File: src/rtl/wtc_pkg.sv
package wtc_pkg;
  localparam int NUM_OUT   = 2;
  localparam int SEL_W     = 3;
  localparam int GRP_W     = 6;
  localparam int MODE_W    = SEL_W + NUM_OUT * GRP_W;
  localparam int DIV_STEPS = 4;
  localparam int PRESC_W   = 2 * DIV_STEPS - 1;
  localparam int ADDR_W    = 3;

  localparam logic [ADDR_W-1:0] ADDR_MODE = 3'd0;
  localparam logic [ADDR_W-1:0] ADDR_CMPA = 3'd1;
  localparam logic [ADDR_W-1:0] ADDR_CMPB = 3'd2;
  localparam logic [ADDR_W-1:0] ADDR_PER  = 3'd3;
  localparam logic [ADDR_W-1:0] ADDR_CTRL = 3'd4;

  localparam int CTL_START = 0;
  localparam int CTL_STOP  = 1;
  localparam int CTL_TRIG  = 2;

  typedef enum logic [1:0] {
    ACT_NONE = 2'd0,
    ACT_SET  = 2'd1,
    ACT_CLR  = 2'd2,
    ACT_RSV  = 2'd3
  } act_e;

  typedef struct packed {
    act_e on_trig;
    act_e on_per;
    act_e on_cmp;
  } out_act_t;
endpackage

File: src/rtl/wtc_regs.sv
module wtc_regs
  import wtc_pkg::*;
#(
  parameter int CW = 16
) (
  input  logic                           clk,
  input  logic                           rst_n,
  input  logic                           wr_valid,
  input  logic [ADDR_W-1:0]              wr_addr,
  input  logic [CW-1:0]                  wr_data,
  output logic [MODE_W-1:0]              mode_q,
  output logic [NUM_OUT-1:0][CW-1:0]     cmp_q,
  output logic [CW-1:0]                  per_q,
  output logic                           clk_on_q,
  output logic                           trig_hit
);
  logic [MODE_W-1:0]          mode_d;
  logic [NUM_OUT-1:0][CW-1:0] cmp_d;
  logic [CW-1:0]              per_d;
  logic                       clk_on_d;

  assign trig_hit = wr_valid && (wr_addr == ADDR_CTRL) && wr_data[CTL_TRIG];

  always_comb begin
    mode_d   = mode_q;
    cmp_d    = cmp_q;
    per_d    = per_q;
    clk_on_d = clk_on_q;
    if (wr_valid) begin
      case (wr_addr)
        ADDR_MODE: mode_d   = wr_data[MODE_W-1:0];
        ADDR_CMPA: cmp_d[0] = wr_data;
        ADDR_CMPB: cmp_d[1] = wr_data;
        ADDR_PER:  per_d    = wr_data;
        ADDR_CTRL: begin
          if (wr_data[CTL_STOP])       clk_on_d = 1'b0;
          else if (wr_data[CTL_START]) clk_on_d = 1'b1;
        end
        default: ;
      endcase
    end
  end

  always_ff @(posedge clk or negedge rst_n) begin
    if (!rst_n) begin
      mode_q   <= '0;
      cmp_q    <= '0;
      per_q    <= '0;
      clk_on_q <= 1'b0;
    end else begin
      mode_q   <= mode_d;
      cmp_q    <= cmp_d;
      per_q    <= per_d;
      clk_on_q <= clk_on_d;
    end
  end
endmodule

File: src/rtl/wtc_prescaler.sv
module wtc_prescaler
  import wtc_pkg::*;
(
  input  logic             clk,
  input  logic             rst_n,
  input  logic             run,
  input  logic             clear,
  input  logic [SEL_W-1:0] sel,
  input  logic             slow_tick,
  output logic             tick
);
  logic [PRESC_W-1:0] presc_q, presc_d;
  logic [PRESC_W:0]   span;
  logic [PRESC_W-1:0] mask;

  always_comb begin
    span = (PRESC_W+1)'(1) << {sel[1:0], 1'b1};
    mask = span[PRESC_W-1:0] - PRESC_W'(1);
    if (sel[2]) tick = run && slow_tick;
    else        tick = run && ((presc_q & mask) == mask);
  end

  always_comb begin
    presc_d = presc_q;
    if (clear)    presc_d = '0;
    else if (run) presc_d = presc_q + PRESC_W'(1);
  end

  always_ff @(posedge clk or negedge rst_n) begin
    if (!rst_n) presc_q <= '0;
    else        presc_q <= presc_d;
  end
endmodule

File: src/rtl/wtc_counter.sv
module wtc_counter
  import wtc_pkg::*;
#(
  parameter int CW = 16
) (
  input  logic                       clk,
  input  logic                       rst_n,
  input  logic                       tick,
  input  logic                       clear,
  input  logic [CW-1:0]              per,
  input  logic [NUM_OUT-1:0][CW-1:0] cmp,
  output logic [CW-1:0]              cnt_q,
  output logic                       per_ev,
  output logic [NUM_OUT-1:0]         cmp_ev
);
  logic [CW-1:0] cnt_d;

  assign per_ev = tick && (cnt_q == per);

  for (genvar g = 0; g < NUM_OUT; g++) begin : g_cmp
    assign cmp_ev[g] = tick && (cnt_q == cmp[g]);
  end

  always_comb begin
    cnt_d = cnt_q;
    if (clear)       cnt_d = '0;
    else if (per_ev) cnt_d = '0;
    else if (tick)   cnt_d = cnt_q + CW'(1);
  end

  always_ff @(posedge clk or negedge rst_n) begin
    if (!rst_n) cnt_q <= '0;
    else        cnt_q <= cnt_d;
  end
endmodule

File: src/rtl/wtc_output.sv
module wtc_output
  import wtc_pkg::*;
(
  input  logic     clk,
  input  logic     rst_n,
  input  out_act_t act,
  input  logic     trig_ev,
  input  logic     per_ev,
  input  logic     cmp_ev,
  output logic     lvl_q
);
  logic lvl_d;

  function automatic logic resolve(input act_e a, input logic cur);
    case (a)
      ACT_SET: resolve = 1'b1;
      ACT_CLR: resolve = 1'b0;
      default: resolve = cur;
    endcase
  endfunction

  always_comb begin
    lvl_d = lvl_q;
    if (trig_ev)
      lvl_d = resolve(act.on_trig, lvl_q);
    else if (per_ev && (act.on_per == ACT_SET || act.on_per == ACT_CLR))
      lvl_d = resolve(act.on_per, lvl_q);
    else if (cmp_ev)
      lvl_d = resolve(act.on_cmp, lvl_q);
  end

  always_ff @(posedge clk or negedge rst_n) begin
    if (!rst_n) lvl_q <= 1'b0;
    else        lvl_q <= lvl_d;
  end
endmodule

File: src/rtl/wtc_channel.sv
module wtc_channel
  import wtc_pkg::*;
#(
  parameter int CW = 16
) (
  input  logic              clk,
  input  logic              rst_n,
  input  logic              slow_tick,
  input  logic              wr_valid,
  input  logic [ADDR_W-1:0] wr_addr,
  input  logic [CW-1:0]     wr_data,
  output logic              out_a,
  output logic              out_b,
  output logic [CW-1:0]     count
);
  logic [MODE_W-1:0]          mode_q;
  logic [NUM_OUT-1:0][CW-1:0] cmp_q;
  logic [CW-1:0]              per_q;
  logic                       clk_on;
  logic                       trig_hit;
  logic                       tick;
  logic                       per_ev;
  logic [NUM_OUT-1:0]         cmp_ev;
  logic [NUM_OUT-1:0]         lvl;

  wtc_regs #(.CW(CW)) u_regs (
    .clk(clk), .rst_n(rst_n), .wr_valid(wr_valid), .wr_addr(wr_addr),
    .wr_data(wr_data), .mode_q(mode_q), .cmp_q(cmp_q), .per_q(per_q),
    .clk_on_q(clk_on), .trig_hit(trig_hit)
  );

  wtc_prescaler u_presc (
    .clk(clk), .rst_n(rst_n), .run(clk_on), .clear(trig_hit),
    .sel(mode_q[SEL_W-1:0]), .slow_tick(slow_tick), .tick(tick)
  );

  wtc_counter #(.CW(CW)) u_cnt (
    .clk(clk), .rst_n(rst_n), .tick(tick), .clear(trig_hit),
    .per(per_q), .cmp(cmp_q), .cnt_q(count), .per_ev(per_ev), .cmp_ev(cmp_ev)
  );

  for (genvar g = 0; g < NUM_OUT; g++) begin : g_out
    out_act_t act;
    assign act = out_act_t'(mode_q[SEL_W + g*GRP_W +: GRP_W]);
    wtc_output u_out (
      .clk(clk), .rst_n(rst_n), .act(act), .trig_ev(trig_hit),
      .per_ev(per_ev), .cmp_ev(cmp_ev[g]), .lvl_q(lvl[g])
    );
  end

  assign out_a = lvl[0];
  assign out_b = lvl[1];
endmodule

File: config.mk
export PLATFORM = sky130hd
export DESIGN_NAME = wtc_channel
export DESIGN_NICKNAME = d
export VERILOG_FILES = /design/src/rtl/wtc_pkg.sv /design/src/rtl/wtc_regs.sv /design/src/rtl/wtc_prescaler.sv /design/src/rtl/wtc_counter.sv /design/src/rtl/wtc_output.sv /design/src/rtl/wtc_channel.sv
export SDC_FILE = /design/constraint.sdc
export NUM_CORES = 1
export LEC_CHECK = 0
export BUFFER_PORTS_ARGS = -buffer_cell sky130_fd_sc_hd__buf_2
export CAP_MARGIN = 20
export CORE_MARGIN = 3
export CORE_UTILIZATION = 64
export DETAILED_ROUTE_END_ITERATION = 6
export PLACE_DENSITY = 0.85
export SLEW_MARGIN = 20
export SYNTH_ARGS = -nofsm -noshare
export SYNTH_HDL_FRONTEND = slang
export SYNTH_SLANG_ARGS = --single-unit
File: constraint.sdc
create_clock -name clk -period 4 [get_ports clk]
set_input_delay 0.8 -clock clk [delete_from_list [all_inputs] [get_ports clk]]
set_output_delay 0.8 -clock clk [all_outputs]
set_load 0.1 [all_outputs]
==> impl_metrics.env <==
export IMPL_status="finished, final reports clean"
export IMPL_wirelength_microns=9550
export IMPL_r2r_start="u_cnt.cnt_q[1]$_DFFE_PN0P_"
export IMPL_layout_cells_non_filler=519
export IMPL_io_pins=41
export IMPL_synthTopCellsByArea="dfrtp_1 50%, mux2_2 14%, xor2_1 8.0%, xnor2_1 4.3%, nand2_1 2.3%"
export IMPL_p_total_mw=2.84
export IMPL_netlist_instances=392
export IMPL_cts_setup_buffers=0
export IMPL_clk_path_buf_depth=2
export IMPL_layout_nets=451
export IMPL_clkTransAtPathRegs_ns=0.09
export IMPL_synth_ff_type="dfrtp_1"
export IMPL_grtUsageMet3_pct=4.11
export IMPL_clock_sinks=89
export IMPL_maxCapViolations=0
export IMPL_syn_avg_cell_area_sq_um=11.4
export IMPL_async_flop_share_pct=100
export IMPL_rsz0062_at_grt="false"
export IMPL_ys_warn_count=0
export IMPL_die_w_microns=89.6
export IMPL_path_class="register to register"
export IMPL_critPathRequiredTime_ns=4.24
export IMPL_vias=3074
export IMPL_hpwlAfterDp_microns=6740
export IMPL_drv_slew=0
export IMPL_final_hold_viol_count=0
export IMPL_num_rows=29
export IMPL_clock_skew_ns=0.0126
export IMPL_cp_arrival_ns=2.84
export IMPL_fin_crit_ns=2.59
export IMPL_antenna_left=0
export IMPL_numPortBuffers=40
export IMPL_grt_pass1_wl_microns=15500
export IMPL_ys_types=44
export IMPL_grt_use_met1_pct=34.3
export IMPL_holdCritPathClass="primary input to async pin"
export IMPL_fmax_mhz=386
export IMPL_setup_viol=0
export IMPL_cp_start_kind="register"
export IMPL_endpoint_kind="register"
export IMPL_core_area_sq_um=6570
export IMPL_synth_seq_area_share_pct=49.8
export IMPL_place_inst=503
export IMPL_first_global_vias=3152
export IMPL_gr_total_overflow=0
export IMPL_insertion_delay_ns=0.36
export IMPL_fillCellCount=423
export IMPL_synth_edf_count=0
export IMPL_cts_hold_buf=0
export IMPL_use_met2_pct=41.4
export IMPL_ys_ff_latch=89
export IMPL_grt_max_degree=90
export IMPL_leakagePower_nw=2.29
export IMPL_maxSlewHeadroom_pct=35.4
export IMPL_synth_top_area_share_pct=49.8
export IMPL_synthTopCellsByCount="89 x dfrtp_1, 56 x mux2_2, 41 x xor2_1, 27 x nand2_1, 27 x nor2_1"
export IMPL_grt_use_total_pct=26.0
export IMPL_cts_tree="built"
export IMPL_drtIter0Drc=229
export IMPL_viasPerCell=5.92
export IMPL_antenna_found_initial=0
export IMPL_first_pass_iters=4
export IMPL_drcViolationCount=0
export IMPL_die_area_sq_um=8020
export IMPL_drive_gt1_share_pct=28.6
export IMPL_die_y_microns=89.6
export IMPL_yosysTopAreaCell="dfrtp_1"
export IMPL_setup_tns_ns=0
export IMPL_irDropWorstVdd_mv=0.307
export IMPL_cts_resized=0
export IMPL_synth_most_common_cell="dfrtp_1"
export IMPL_netlist_area_sq_um=4470
export IMPL_start_util_pct=68.1
export IMPL_fin_crit_sh_pct=64.9
export IMPL_path_max_fanout=7
export IMPL_wl_per_cell_microns=18.4
export IMPL_critical_path_startpoint="u_cnt.cnt_q[1]$_DFFE_PN0P_"
export IMPL_powerDensity_nw_per_um2=574
export IMPL_num_antenna_cells=0
export IMPL_h_tree_depth=3
export IMPL_routabilityCongestion=0.828
export IMPL_cts_root_buf="clkbuf_8"
export IMPL_cts_buffers=9
export IMPL_top_usage_layer="met2"
export IMPL_syn_num_nets=422
export IMPL_worst_slew_pin_slew_ns=0.958
export IMPL_area_growth_pct=10.7
-- power breakdown --
part | internal, mW | leakage [nW] | switching [mW] | total [mW]
registers | 1.10 | 1.10 | 0.195 | 1.29
logic | 0.295 | 1.04 | 0.430 | 0.725
clock network | 0.511 | 0.140 | 0.314 | 0.825
-- per-stage QoR --
step           hold slack [ns]  instance area (sq um)  utilization, %  worst slack [ns]
2_1_floorplan            0.481                   4470               -              1.13
3_3_place_gp             0.496                   4670            71.1              1.16
3_5_place_dp             0.505                   4670            71.1              1.11
4_1_cts                  0.524                   4950            75.3              1.40
5_1_grt                  0.520                   4950            75.4              1.24
6_report                 0.495                   4950            75.4              1.41
-- final cells by class --
cell class,instances,area (sq um),share of cell area [%]
inverter,8,30.0,0.607
clock inverter,5,125,2.53
multi-input combinational,271,2080,42.0
tap,93,116,2.35
clock buffer,11,151,3.06
sequential,89,2230,45.0
timing repair buffer,42,221,4.47
-- flip-flops by register name, indices dropped and copies added (netlist names) --
signal	cells
u_regs.per_q	16
u_cnt.cnt_q	16
u_presc.presc_q	7
u_regs.cmp_q	32
g_out.u_out.lvl_q	2
u_regs.mode_q	15
u_regs.clk_on_q	1
-- placed cells by master, fill, tap and decap left out, drive strengths merged, types with 2 or more instances in the layout --
master  synthesis  layout
nand2          27      27
xor2           41      41
or3             2       2
clkbuf         11      11
mux2           57      57
a21oi           5       5
xnor2          22      22
o22ai           2       2
bufinv          0       4
buf            13      42
o21ai          21      21
inv             8       8
a21boi          2       2
ha              7       7
and2            2       2
nor2           27      27
and4            2       2
nand3          10      10
and3            4       4
nor4            9       9
dfrtp          89      89
nand4          13      13
nor2b           2       2
-- cell families (layout without fill, tap and decap cells) --
group / count (synthesis) / in the layout / synth area share, %
AOI/OAI and AO/OA: 38 / 38 / 5.29
buffers and inverters: 32 / 66 / 3.78
adders and majority gates: 7 / 7 / 1.96
xor gates and xnor gates: 63 / 63 / 12.3
and+or+nand+nor: 105 / 105 / 12.1
muxes: 58 / 58 / 14.7
DFF: 89 / 89 / 49.8
-- final timing paths --
path | slack (ns) | cells after the start | endpoint
setup / recovery | 1.41 | 6 | g_out[0].u_out.lvl_q$_DFFE_PN0P_
hold / removal | 0.50 | 1 | u_cnt.cnt_q[3]$_DFFE_PN0P_
setup reg to reg | 1.41 | 6 | g_out[0].u_out.lvl_q$_DFFE_PN0P_
hold reg to reg | 0.52 | 1 | u_regs.mode_q[12]$_DFFE_PN0P_
max in group asynchronous | 2.98 | 1 | u_presc.presc_q[4]$_DFFE_PN0P_
min in group clk | 0.52 | 1 | u_regs.mode_q[12]$_DFFE_PN0P_
-- layer usage --
| metal | vias up | wire (microns) |
|---|---|---|
| met4 | 0 | 357 |
| met1 | 1548 | 4090 |
| met5 | - | 0 |
| met3 | 22 | 462 |
| li1 | 1406 | - |
| met2 | 98 | 4640 |
-- critical path: stages (launching register included) --
cell and delay, ns:
dfrtp_1 0.50, xor2_1 0.21, nor4_2 0.33, nand4_1 0.32, or4_1 0.59, o211a_1 0.24, mux2_4 0.29
Note: power is estimated with default switching activity, not from simulation.
